<file path="config.mk">
export PLATFORM = sky130hd
export DESIGN_NAME = search_fifo
export DESIGN_NICKNAME = d
export VERILOG_FILES = /design/src/rtl/sfifo_pkg.sv /design/src/rtl/sfifo_ctrl.sv /design/src/rtl/sfifo_store.sv /design/src/rtl/search_fifo.sv
export SDC_FILE = /design/constraint.sdc
export NUM_CORES = 1
export LEC_CHECK = 0
export BUFFER_PORTS_ARGS = -buffer_cell sky130_fd_sc_hd__buf_2
export CAP_MARGIN = 5
export CORE_UTILIZATION = 56
export DETAILED_ROUTE_END_ITERATION = 7
export PLACE_DENSITY = 0.79
export SLEW_MARGIN = 0
export SYNTH_ARGS = -nofsm -noshare
export SYNTH_HDL_FRONTEND = slang
export SYNTH_HIERARCHICAL = 1
export SYNTH_SLANG_ARGS = --single-unit
</file>
<file path="constraint.sdc">
create_clock -name clk -period 3.04 [get_ports clk]
set_input_delay 0.304 -clock clk [delete_from_list [all_inputs] [get_ports clk]]
set_output_delay 0.304 -clock clk [all_outputs]
set_load 0.1 [all_outputs]
</file>
<file path="src/rtl/sfifo_pkg.sv">
// Package: shared types for the searchable FIFO.
// Assumes: nothing; holds only the occupancy-change encoding.
package sfifo_pkg;

    // How the occupancy moves in one cycle.
    typedef enum logic [1:0] {
        OCC_HOLD = 2'd0,
        OCC_UP   = 2'd1,
        OCC_DOWN = 2'd2,
        OCC_ZERO = 2'd3
    } occ_step_e;

endpackage

</file>
<file path="src/rtl/sfifo_ctrl.sv">
// Module: sfifo_ctrl
// Keeps the write and read pointers and the occupancy, and derives the ready
// outputs. It also gates the enables into the fire strobes used by storage.
// Assumes: flush has priority over push and pop; DEPTH >= 2.
module sfifo_ctrl
    import sfifo_pkg::*;
#(
    parameter int DEPTH = 4,
    parameter int PTR_W = 2,
    parameter int CNT_W = 3
) (
    input  logic             clk,
    input  logic             rst_n,
    input  logic             push_en,
    input  logic             pop_en,
    input  logic             flush_en,
    output logic             push_rdy,
    output logic             pop_rdy,
    output logic             wr_fire,
    output logic             rd_fire,
    output logic [PTR_W-1:0] wr_ptr,
    output logic [PTR_W-1:0] rd_ptr,
    output logic [CNT_W-1:0] occ
);

    localparam logic [PTR_W-1:0] LAST_SLOT = PTR_W'(DEPTH - 1);
    localparam logic [CNT_W-1:0] FULL_OCC  = CNT_W'(DEPTH);

    occ_step_e step;

    // Ready outputs follow from the occupancy.
    always_comb begin
        push_rdy = (occ != FULL_OCC);
        pop_rdy  = (occ != '0);
    end

    // Gate the enables by ready and by flush.
    always_comb begin
        wr_fire = push_en && push_rdy && !flush_en;
        rd_fire = pop_en  && pop_rdy  && !flush_en;
    end

    // Pick how the occupancy moves this cycle.
    always_comb begin
        if (flush_en)                step = OCC_ZERO;
        else if (wr_fire && !rd_fire) step = OCC_UP;
        else if (rd_fire && !wr_fire) step = OCC_DOWN;
        else                          step = OCC_HOLD;
    end

    // Advance the pointers and the occupancy.
    always_ff @(posedge clk) begin
        if (!rst_n) begin
            wr_ptr <= '0;
            rd_ptr <= '0;
            occ    <= '0;
        end else if (step == OCC_ZERO) begin
            wr_ptr <= '0;
            rd_ptr <= '0;
            occ    <= '0;
        end else begin
            if (wr_fire) wr_ptr <= (wr_ptr == LAST_SLOT) ? '0 : wr_ptr + PTR_W'(1);
            if (rd_fire) rd_ptr <= (rd_ptr == LAST_SLOT) ? '0 : rd_ptr + PTR_W'(1);
            case (step)
                OCC_UP:   occ <= occ + CNT_W'(1);
                OCC_DOWN: occ <= occ - CNT_W'(1);
                default:  occ <= occ;
            endcase
        end
    end

    // occupancy never exceeds the depth.
    p_occ_bound_r2: assert property (@(posedge clk) disable iff (!rst_n)
        occ <= FULL_OCC);

    // a lone push into a non-full queue adds exactly one entry.
    p_push_adds_r2: assert property (@(posedge clk) disable iff (!rst_n)
        (push_en && push_rdy && !pop_en && !flush_en) |=> (occ == $past(occ) + CNT_W'(1)));

    // a push and a pop firing together keep the occupancy.
    p_swap_keeps_r5: assert property (@(posedge clk) disable iff (!rst_n)
        (wr_fire && rd_fire) |=> $stable(occ));

    // a push offered to a full queue alone changes nothing.
    p_full_push_ignored_r6: assert property (@(posedge clk) disable iff (!rst_n)
        (push_en && !push_rdy && !pop_en && !flush_en) |=> (occ == FULL_OCC));

    // a pop offered to an empty queue alone leaves it empty.
    p_empty_pop_ignored_r6: assert property (@(posedge clk) disable iff (!rst_n)
        (pop_en && !pop_rdy && !push_en && !flush_en) |=> (occ == '0));

    // a flush empties the queue at the next edge.
    p_flush_empties_r7: assert property (@(posedge clk) disable iff (!rst_n)
        flush_en |=> (occ == '0 && !pop_rdy));

endmodule

</file>
<file path="src/rtl/sfifo_store.sv">
// Module: sfifo_store
// Holds the payload slots and one held-entry flag per slot. It serves the
// oldest payload and searches every held slot for the key.
// Assumes: the write and read fires never target the same slot in one cycle.
module sfifo_store #(
    parameter int DEPTH   = 4,
    parameter int PAY_W   = 16,
    parameter int KEY_W   = 5,
    parameter int KEY_LSB = 0,
    parameter int PTR_W   = 2
) (
    input  logic             clk,
    input  logic             rst_n,
    input  logic             wr_fire,
    input  logic [PTR_W-1:0] wr_ptr,
    input  logic [PAY_W-1:0] wr_data,
    input  logic             rd_fire,
    input  logic [PTR_W-1:0] rd_ptr,
    input  logic             flush,
    input  logic [KEY_W-1:0] probe_key,
    output logic [PAY_W-1:0] head_data,
    output logic [DEPTH-1:0] held,
    output logic             hit
);

    logic [PAY_W-1:0] slot [DEPTH];
    logic [DEPTH-1:0] match;

    for (genvar i = 0; i < DEPTH; i++) begin : g_slot
        // Capture the payload when this slot is written.
        always_ff @(posedge clk) begin
            if (wr_fire && wr_ptr == PTR_W'(i)) slot[i] <= wr_data;
        end

        // Track whether this slot holds a live entry.
        always_ff @(posedge clk) begin
            if (!rst_n || flush)                     held[i] <= 1'b0;
            else if (wr_fire && wr_ptr == PTR_W'(i)) held[i] <= 1'b1;
            else if (rd_fire && rd_ptr == PTR_W'(i)) held[i] <= 1'b0;
        end

        // Compare the key field of a live slot with the probe.
        always_comb begin
            match[i] = held[i] && (slot[i][KEY_LSB +: KEY_W] == probe_key);
        end
    end

    // Present the oldest payload and reduce the matches.
    always_comb begin
        head_data = slot[rd_ptr];
        hit       = |match;
    end

    // a hit needs at least one live slot.
    p_hit_needs_held_r8: assert property (@(posedge clk) disable iff (!rst_n)
        hit |-> (held != '0));

    // the slot being read out is live.
    p_read_live_r4: assert property (@(posedge clk) disable iff (!rst_n)
        rd_fire |-> held[rd_ptr]);

endmodule

</file>
<file path="src/rtl/search_fifo.sv">
// Module: search_fifo
// A FIFO with a guarded handshake, a single-cycle flush and a combinational
// key search over the entries it holds.
// Assumes: the key is the payload slice [KEY_LSB +: KEY_W]; DEPTH >= 2.
module search_fifo #(
    parameter int DEPTH   = 4,
    parameter int PAY_W   = 16,
    parameter int KEY_W   = 5,
    parameter int KEY_LSB = 0
) (
    input  logic             clk,
    input  logic             rst_n,
    input  logic             push_en,
    input  logic [PAY_W-1:0] push_data,
    output logic             push_rdy,
    input  logic             pop_en,
    output logic             pop_rdy,
    output logic [PAY_W-1:0] head_data,
    output logic             head_rdy,
    input  logic             flush_en,
    output logic             flush_rdy,
    input  logic [KEY_W-1:0] probe_key,
    output logic             probe_hit,
    output logic             probe_rdy
);

    localparam int PTR_W = (DEPTH > 1) ? $clog2(DEPTH) : 1;
    localparam int CNT_W = $clog2(DEPTH + 1);

    logic             wr_fire, rd_fire;
    logic [PTR_W-1:0] wr_ptr, rd_ptr;
    logic [CNT_W-1:0] occ;
    logic [DEPTH-1:0] held;

    sfifo_ctrl #(.DEPTH(DEPTH), .PTR_W(PTR_W), .CNT_W(CNT_W)) u_ctrl (
        .clk      (clk),
        .rst_n    (rst_n),
        .push_en  (push_en),
        .pop_en   (pop_en),
        .flush_en (flush_en),
        .push_rdy (push_rdy),
        .pop_rdy  (pop_rdy),
        .wr_fire  (wr_fire),
        .rd_fire  (rd_fire),
        .wr_ptr   (wr_ptr),
        .rd_ptr   (rd_ptr),
        .occ      (occ)
    );

    sfifo_store #(.DEPTH(DEPTH), .PAY_W(PAY_W), .KEY_W(KEY_W),
                  .KEY_LSB(KEY_LSB), .PTR_W(PTR_W)) u_store (
        .clk       (clk),
        .rst_n     (rst_n),
        .wr_fire   (wr_fire),
        .wr_ptr    (wr_ptr),
        .wr_data   (push_data),
        .rd_fire   (rd_fire),
        .rd_ptr    (rd_ptr),
        .flush     (flush_en),
        .probe_key (probe_key),
        .head_data (head_data),
        .held      (held),
        .hit       (probe_hit)
    );

    // Read-oldest shares the not-empty guard; flush and search never block.
    always_comb begin
        head_rdy  = pop_rdy;
        flush_rdy = 1'b1;
        probe_rdy = 1'b1;
    end

    // the live-slot flags agree with the occupancy counter.
    p_held_matches_occ_r3: assert property (@(posedge clk) disable iff (!rst_n)
        $countones(held) == int'(occ));

    // the cycle after reset the queue is empty.
    p_reset_empty_r1: assert property (@(posedge clk)
        !rst_n |=> (!pop_rdy && push_rdy && !probe_hit));

endmodule

</file>
== After elaboration in Yosys (flattened, before gate mapping) ==
Memory sizes are Yosys's and may differ from the RTL's. A register that Yosys moved wholly into a read port is not among the register bits.
Index checks and enable logic that the tools add are counted.

* $add $sub $neg: 4
* $mul: 0
* Div/mod/pow operators: 0
* $lt $le $gt $ge: 0
* Equal/unequal tests: 14
* Shifts and indexed selects: 0
* Muxes and demuxes: 33
* Bitwise gates (word level): 1
* Reduce and logical (&&, ||, !) cells: 36

{| class="wikitable"
|+ Operators with widths
! operator !! number
|-
| $mux W16 || 3
|-
| $reduce_or A16 Y1 || 3
|-
| $eq A5 B5 Y1 || 4
|-
| $mux W2 || 10
|-
| $mux W1 || 19
|-
| $logic_and A1 B1 Y1 || 18
|-
| $eq A2 B2 Y1 const B || 6
|-
| $reduce_bool A2 Y1 || 5
|-
| $eq A2 B1 Y1 const B || 3
|-
| $pmux W3 S2 || 1
|-
| $add A2 B1 Y2 const B || 2
|-
| $logic_not A1 Y1 || 4
|-
| $logic_not A2 Y1 || 2
|-
| $reduce_or A4 Y1 || 1
|-
| $add A3 B1 Y3 const B || 1
|-
| $ne A3 B3 Y1 const B || 1
|-
| $reduce_bool A3 Y1 || 1
|-
| $sub A3 B1 Y3 const B || 1
|-
| $reduce_or A2 Y1 || 1
|-
| $logic_or A1 B1 Y1 || 1
|-
| $not A1 Y1 || 1
|}

* Bits in registers: 11
* Latch bits: 0
* Memory bits (writable): 64
* Bits in read-only memories: 0
* Logic and storage cells: 96
* Memories kept: 1

{| class="wikitable"
|+ Memory list
! memory !! depth !! bits a word !! rd ports !! clocked after memory_dff !! write ports !! RTL line !! source
|-
| u_store.slot || 4 || 16 || 5 || 1 || 1 || sfifo_store.sv:26 || <nowiki>logic [PAY_W-1:0] slot [DEPTH];</nowiki>
|}

== Depth between registers and ports, before layout ==
* Depth after elaboration: 11
* Mapped depth: 10

== Cells and area by module ==
The synthesis kept the hierarchy.

{| class="wikitable"
|+ By module, submodules not included
! module !! times used !! cells an instance !! area each (µm²) !! seq. area each (µm²)
|-
| sfifo_store || 1 || 135 || 2731.4 || 2001.9
|-
| sfifo_ctrl || 1 || 50 || 417.9 || 140.1
|-
| search_fifo || 1 || 4 || 26.3 || 0.0
|}

== Worst setup path before layout ==
No wires, ideal clock.

* Path type: register to register
* From: register u_ctrl.occ[2]
* To: memory u_store.slot[0][0] (enable)
* Setup time: 0.415 ns
* Arrival time: 2.302 ns
* Required time: 2.625 ns
* Path slack: 0.323 ns
* Cell stages (with the launch flop): 4
* Buffers on the path: 0
* Clock period less this slack: 2.717 ns
* Cell sequence: dfxtp_1 or3b_4 and2_4 nor3b_1

* Word-level cells in the longest chain between the ends: 10
* Elaborated cells between the ends (all ways): 24
* Those cells by class: 1 x eq/ne; 14 x mux; 9 x reduce/logical

{| class="wikitable"
|+ RTL lines
! what !! RTL line !! source
|-
| start: declaration || sfifo_ctrl.sv:23 || <nowiki>output logic [CNT_W-1:0] occ</nowiki>
|-
| start signal: assignment || sfifo_ctrl.sv:65 || <nowiki>OCC_UP: occ <= occ + CNT_W'(1);</nowiki>
|-
| start signal: assignment || sfifo_ctrl.sv:66 || <nowiki>OCC_DOWN: occ <= occ - CNT_W'(1);</nowiki>
|-
| $ne A3 B3 Y1 * || sfifo_ctrl.sv:33 || <nowiki>push_rdy = (occ != FULL_OCC);</nowiki>
|-
| named net push_rdy || search_fifo.sv:15 || <nowiki>output logic push_rdy,</nowiki>
|-
| $logic_and A1 B1 Y1 * (2 in a row) || sfifo_ctrl.sv:39 || <nowiki>wr_fire = push_en && push_rdy && !flush_en;</nowiki>
|-
| named net wr_fire || search_fifo.sv:30 || <nowiki>logic wr_fire, rd_fire;</nowiki>
|-
| $logic_and A1 B1 Y1 || sfifo_store.sv:32 || <nowiki>if (wr_fire && wr_ptr == PTR_W'(i)) slot[i] <= wr_data;</nowiki>
|-
| $mux W1 || sfifo_store.sv:32 ||
|-
| $mux W1 (not written as such) || sfifo_store.sv:32 ||
|-
| $reduce_or A16 Y1 (no line) || -- ||
|-
| $mux W2 (no line) / $mux W1 (equally long branches) (3 in a row) || -- ||
|-
| end: declaration || sfifo_store.sv:26 ||
|}

The timed path passes the listed nets; every way through them passes the cells marked *.

==> results by group <==
Run status
  – Status: finished, final reports clean

Logic synthesis
  – Mapped Cells: 189
  – Post-Synth Simple-Gate Area: 8.31%
  – Xor/xnor share of the synthesized area: roughly 6.3%
  – Post-synthesis mux area share: 11.3%
  – Number of synthesized flops with an enable pin: 64
  – Synth top area share: between 60% and 70%
  – Synth area leader: edfxtp_1
  – YS warnings: 6
  – Post-synthesis register bit count: 75
  – Sequential area share after synthesis: between 60% and 70%
  – Main combinational cell family by area after synthesis: multiplexers
  – Top cells by area, synth: edfxtp_1 61%, mux4_2 11%, dfxtp_1 6.9%
  – Synth cell types: 36
  – Commonest cells in the netlist: 64 x edfxtp_1, 18 x xor2_1, 16 x mux4_2
  – Ys flop type: edfxtp_1
  – Post-synthesis average cell area: 16.8 um2
  – Mapped cell area: about 3200 um2
  – Top-count cell post-synth: edfxtp_1
  – Fraction of the mapped netlist area in adder cells: 1.81%
  – Synth Area in Compound Gates: 2.44%
  – Post-synth ARST share: 0%

Pwr
  – Power, Total: 2.01 mW
  – Pwr dens: 554 nW/um2
  – Int Power: 1.49 mW
  – LEAKAGE: 1.28 nW
  – Clock share of power: slightly below 30%
  – Sw frac: a little over a quarter
  – Worst VDD drop: 412 uV
  – Sequential share of power: 56.9%
  – Comb pwr share: 13.6%
  – Sw Pwr: ~0.53 mW

Global routing
  – Number of global-route vias before repair: 1737
  – Overflow after GRT: 0
  – Total GRT Usage: about 20%
  – Initial antenna violation count: 0
  – Largest net degree at the start of global routing: 23
  – Global-route wire length before repair: 8.34 mm

Floorplan
  – Die span in x: 77.3 um
  – Chip Height: 77.3 um
  – Core area: 5470 um2
  – Num rows: 27
  – DIE AREA: 5980 um2
  – Io pins: 48
  – Initial core utilization: 58.0%

STA
  – Setup TNS: 0 ns
  – Clock skew: 0.00511 ns
  – Slew of the pin with the lowest slew margin: 1.00 ns
  – Slew Limit Fails: 0
  – Max-Slew Margin vs Limit: 33.2%
  – Crit path time final: 2.44 ns
  – Endpoints failing setup: 0
  – Period utilization: 80.3%
  – Hold Violations, Final: 0
  – Fmax: about 400 MHz
  – RSZ-0062 raised after global routing: no

Drt
  – Final ANT Viol Nets: 0
  – DR vias/cell: 5.44
  – Detailed-route wire length per cell: 16.6 um
  – Vias: between 1500 and 2000
  – Drt total wl: 5.29 mm
  – DRC Markers: 0
  – Initial DRC count: 146
  – Drt first pass iters: 4

Clock tree
  – Post-CTS sizing: 0
  – TritonCTS Buffers: 9
  – Hold-fix buffers, CTS: 0
  – H-tree level count: 3
  – Root buffer selected by CTS: clkbuf_8
  – Clock slew at reported path FFs: 0.06 ns
  – Insertion delay to the later sink of the worst-skew pair: 0.33 ns
  – CTS tree: built
  – CTS Sinks: 75
  – Clock Tree Buf Depth: 2
  – # Post-CTS Setup Buffers: 0

Critical path
  – Max FO, Critical Path: 22
  – CP Launch Type: flip-flop
  – CP Capture Type: primary output
  – Critical path required time: 2.74 ns
  – FF-to-FF setup slack: 0.66 ns
  – Critical path type: reg -> out
  – Crit path DAT: 2.14 ns

Finish
  – Synth-to-Final Area Change: 14.3%
  – Fillers: 406
  – Layout cells sized above 1: a little over a third
  – Area of all sequential standard cells: 2140 um2
  – Layout Nets: 272
  – Area occupied by multi-input gates: 972 um2
  – Diodes inserted: 0

Hold path
  – Kind of path behind the tightest hold check: in -> reg

Place
  – Number of port buffers: 45
  – HPWL after DPL: roughly 3.7 mm
  – RePlAce Congestion: ~0.82

Job
  – Max-Cap Viols: 0
-- layout by cell type (no fill, tap or decap), types with 3 or more instances in the layout --
master and n:
a21oi_1 7, buf_2 45, buf_4 5, clkbuf_8 9, clkinv_2 3, dfxtp_1 11, edfxtp_1 64, ha_1 3
inv_1 3, mux4_2 16, nand2_1 5, nand3_1 4, nand4_1 4, nor2_1 11, nor4_1 3, o21ai_0 3
xnor2_1 3, xor2_1 18
-- stage by stage --
| step | instance area (um2) | hold WS [ns] | utilization (%) | worst slack, ns | instances |
|---|---|---|---|---|---|
| after floorplan | 3180 | 0.403 | - | 0.323 | 190 |
| after global placement | 3480 | 0.481 | 63.6 | 0.749 | 303 |
| after detailed placement | 3480 | 0.490 | 63.6 | 0.690 | 303 |
| after CTS | 3630 | 0.165 | 66.3 | 0.536 | 318 |
| after global routing | 3630 | 0.170 | 66.3 | 0.454 | 318 |
| final | 3630 | 0.189 | 66.3 | 0.598 | 318 |
-- state kept, by name (all words and copies together) (netlist names) --
| signal | cells |
|---|---|
| u_store/held | 4 |
| u_ctrl/wr_ptr | 2 |
| u_ctrl/occ | 3 |
| u_ctrl/rd_ptr | 2 |
| u_store/slot | 64 |
-- power groups by stage --
stage,Combinational (mW),Sequential [mW],Clock [mW]
floorplan,0.222,1.16,0
global placement,0.271,1.17,0
detailed placement,0.273,1.17,0
CTS,0.274,1.14,0.620
global route,0.288,1.14,0.654
finish,0.273,1.14,0.594
-- path summary, 6_finish.rpt --
check	start	to	cells after the start
worst max-delay path	u_ctrl/rd_ptr[1]	head_data[14]	2
worst min-delay path	push_data[9]	u_store/slot[2][9]	1
worst max register to register	u_ctrl/occ[2]	u_ctrl/occ[2]	9
worst min register to register	u_store/held[0]	u_store/held[0]	2
-- logic make-up after synthesis --
| group | Yosys count |
|---|---|
| xor gates and xnor gates | 22 |
| muxes | 16 |
| buffers and inverters | 12 |
| and+or+nand+nor | 45 |
| AOI/OAI and AO/OA | 14 |
| adders and majority gates | 4 |
| DFF | 75 |
| other | 1 |
-- metal layers --
layer	up-vias	wire length, um	track usage, %
li1	828	-	-
met4	0	56	11.3
met5	-	0	0
met1	831	2230	24.4
met3	6	326	5.24
met2	66	2670	31.1
-- critical path, cell delays in order, from the launching register on --
cell	delay [ns]
dfxtp_1	0.98
mux4_2	0.40
buf_2	0.43
-- area by class of cell --
cell class,instances,area share [%]
Clock inverter,4,0.517
Inverter,3,0.310
Multi-Input combinational cell,103,26.8
Sequential cell,75,59.0
Tap cell,72,2.48
Clock buffer,11,3.62
Timing Repair Buffer,50,7.24
Note: power is estimated with default switching activity, not from simulation.
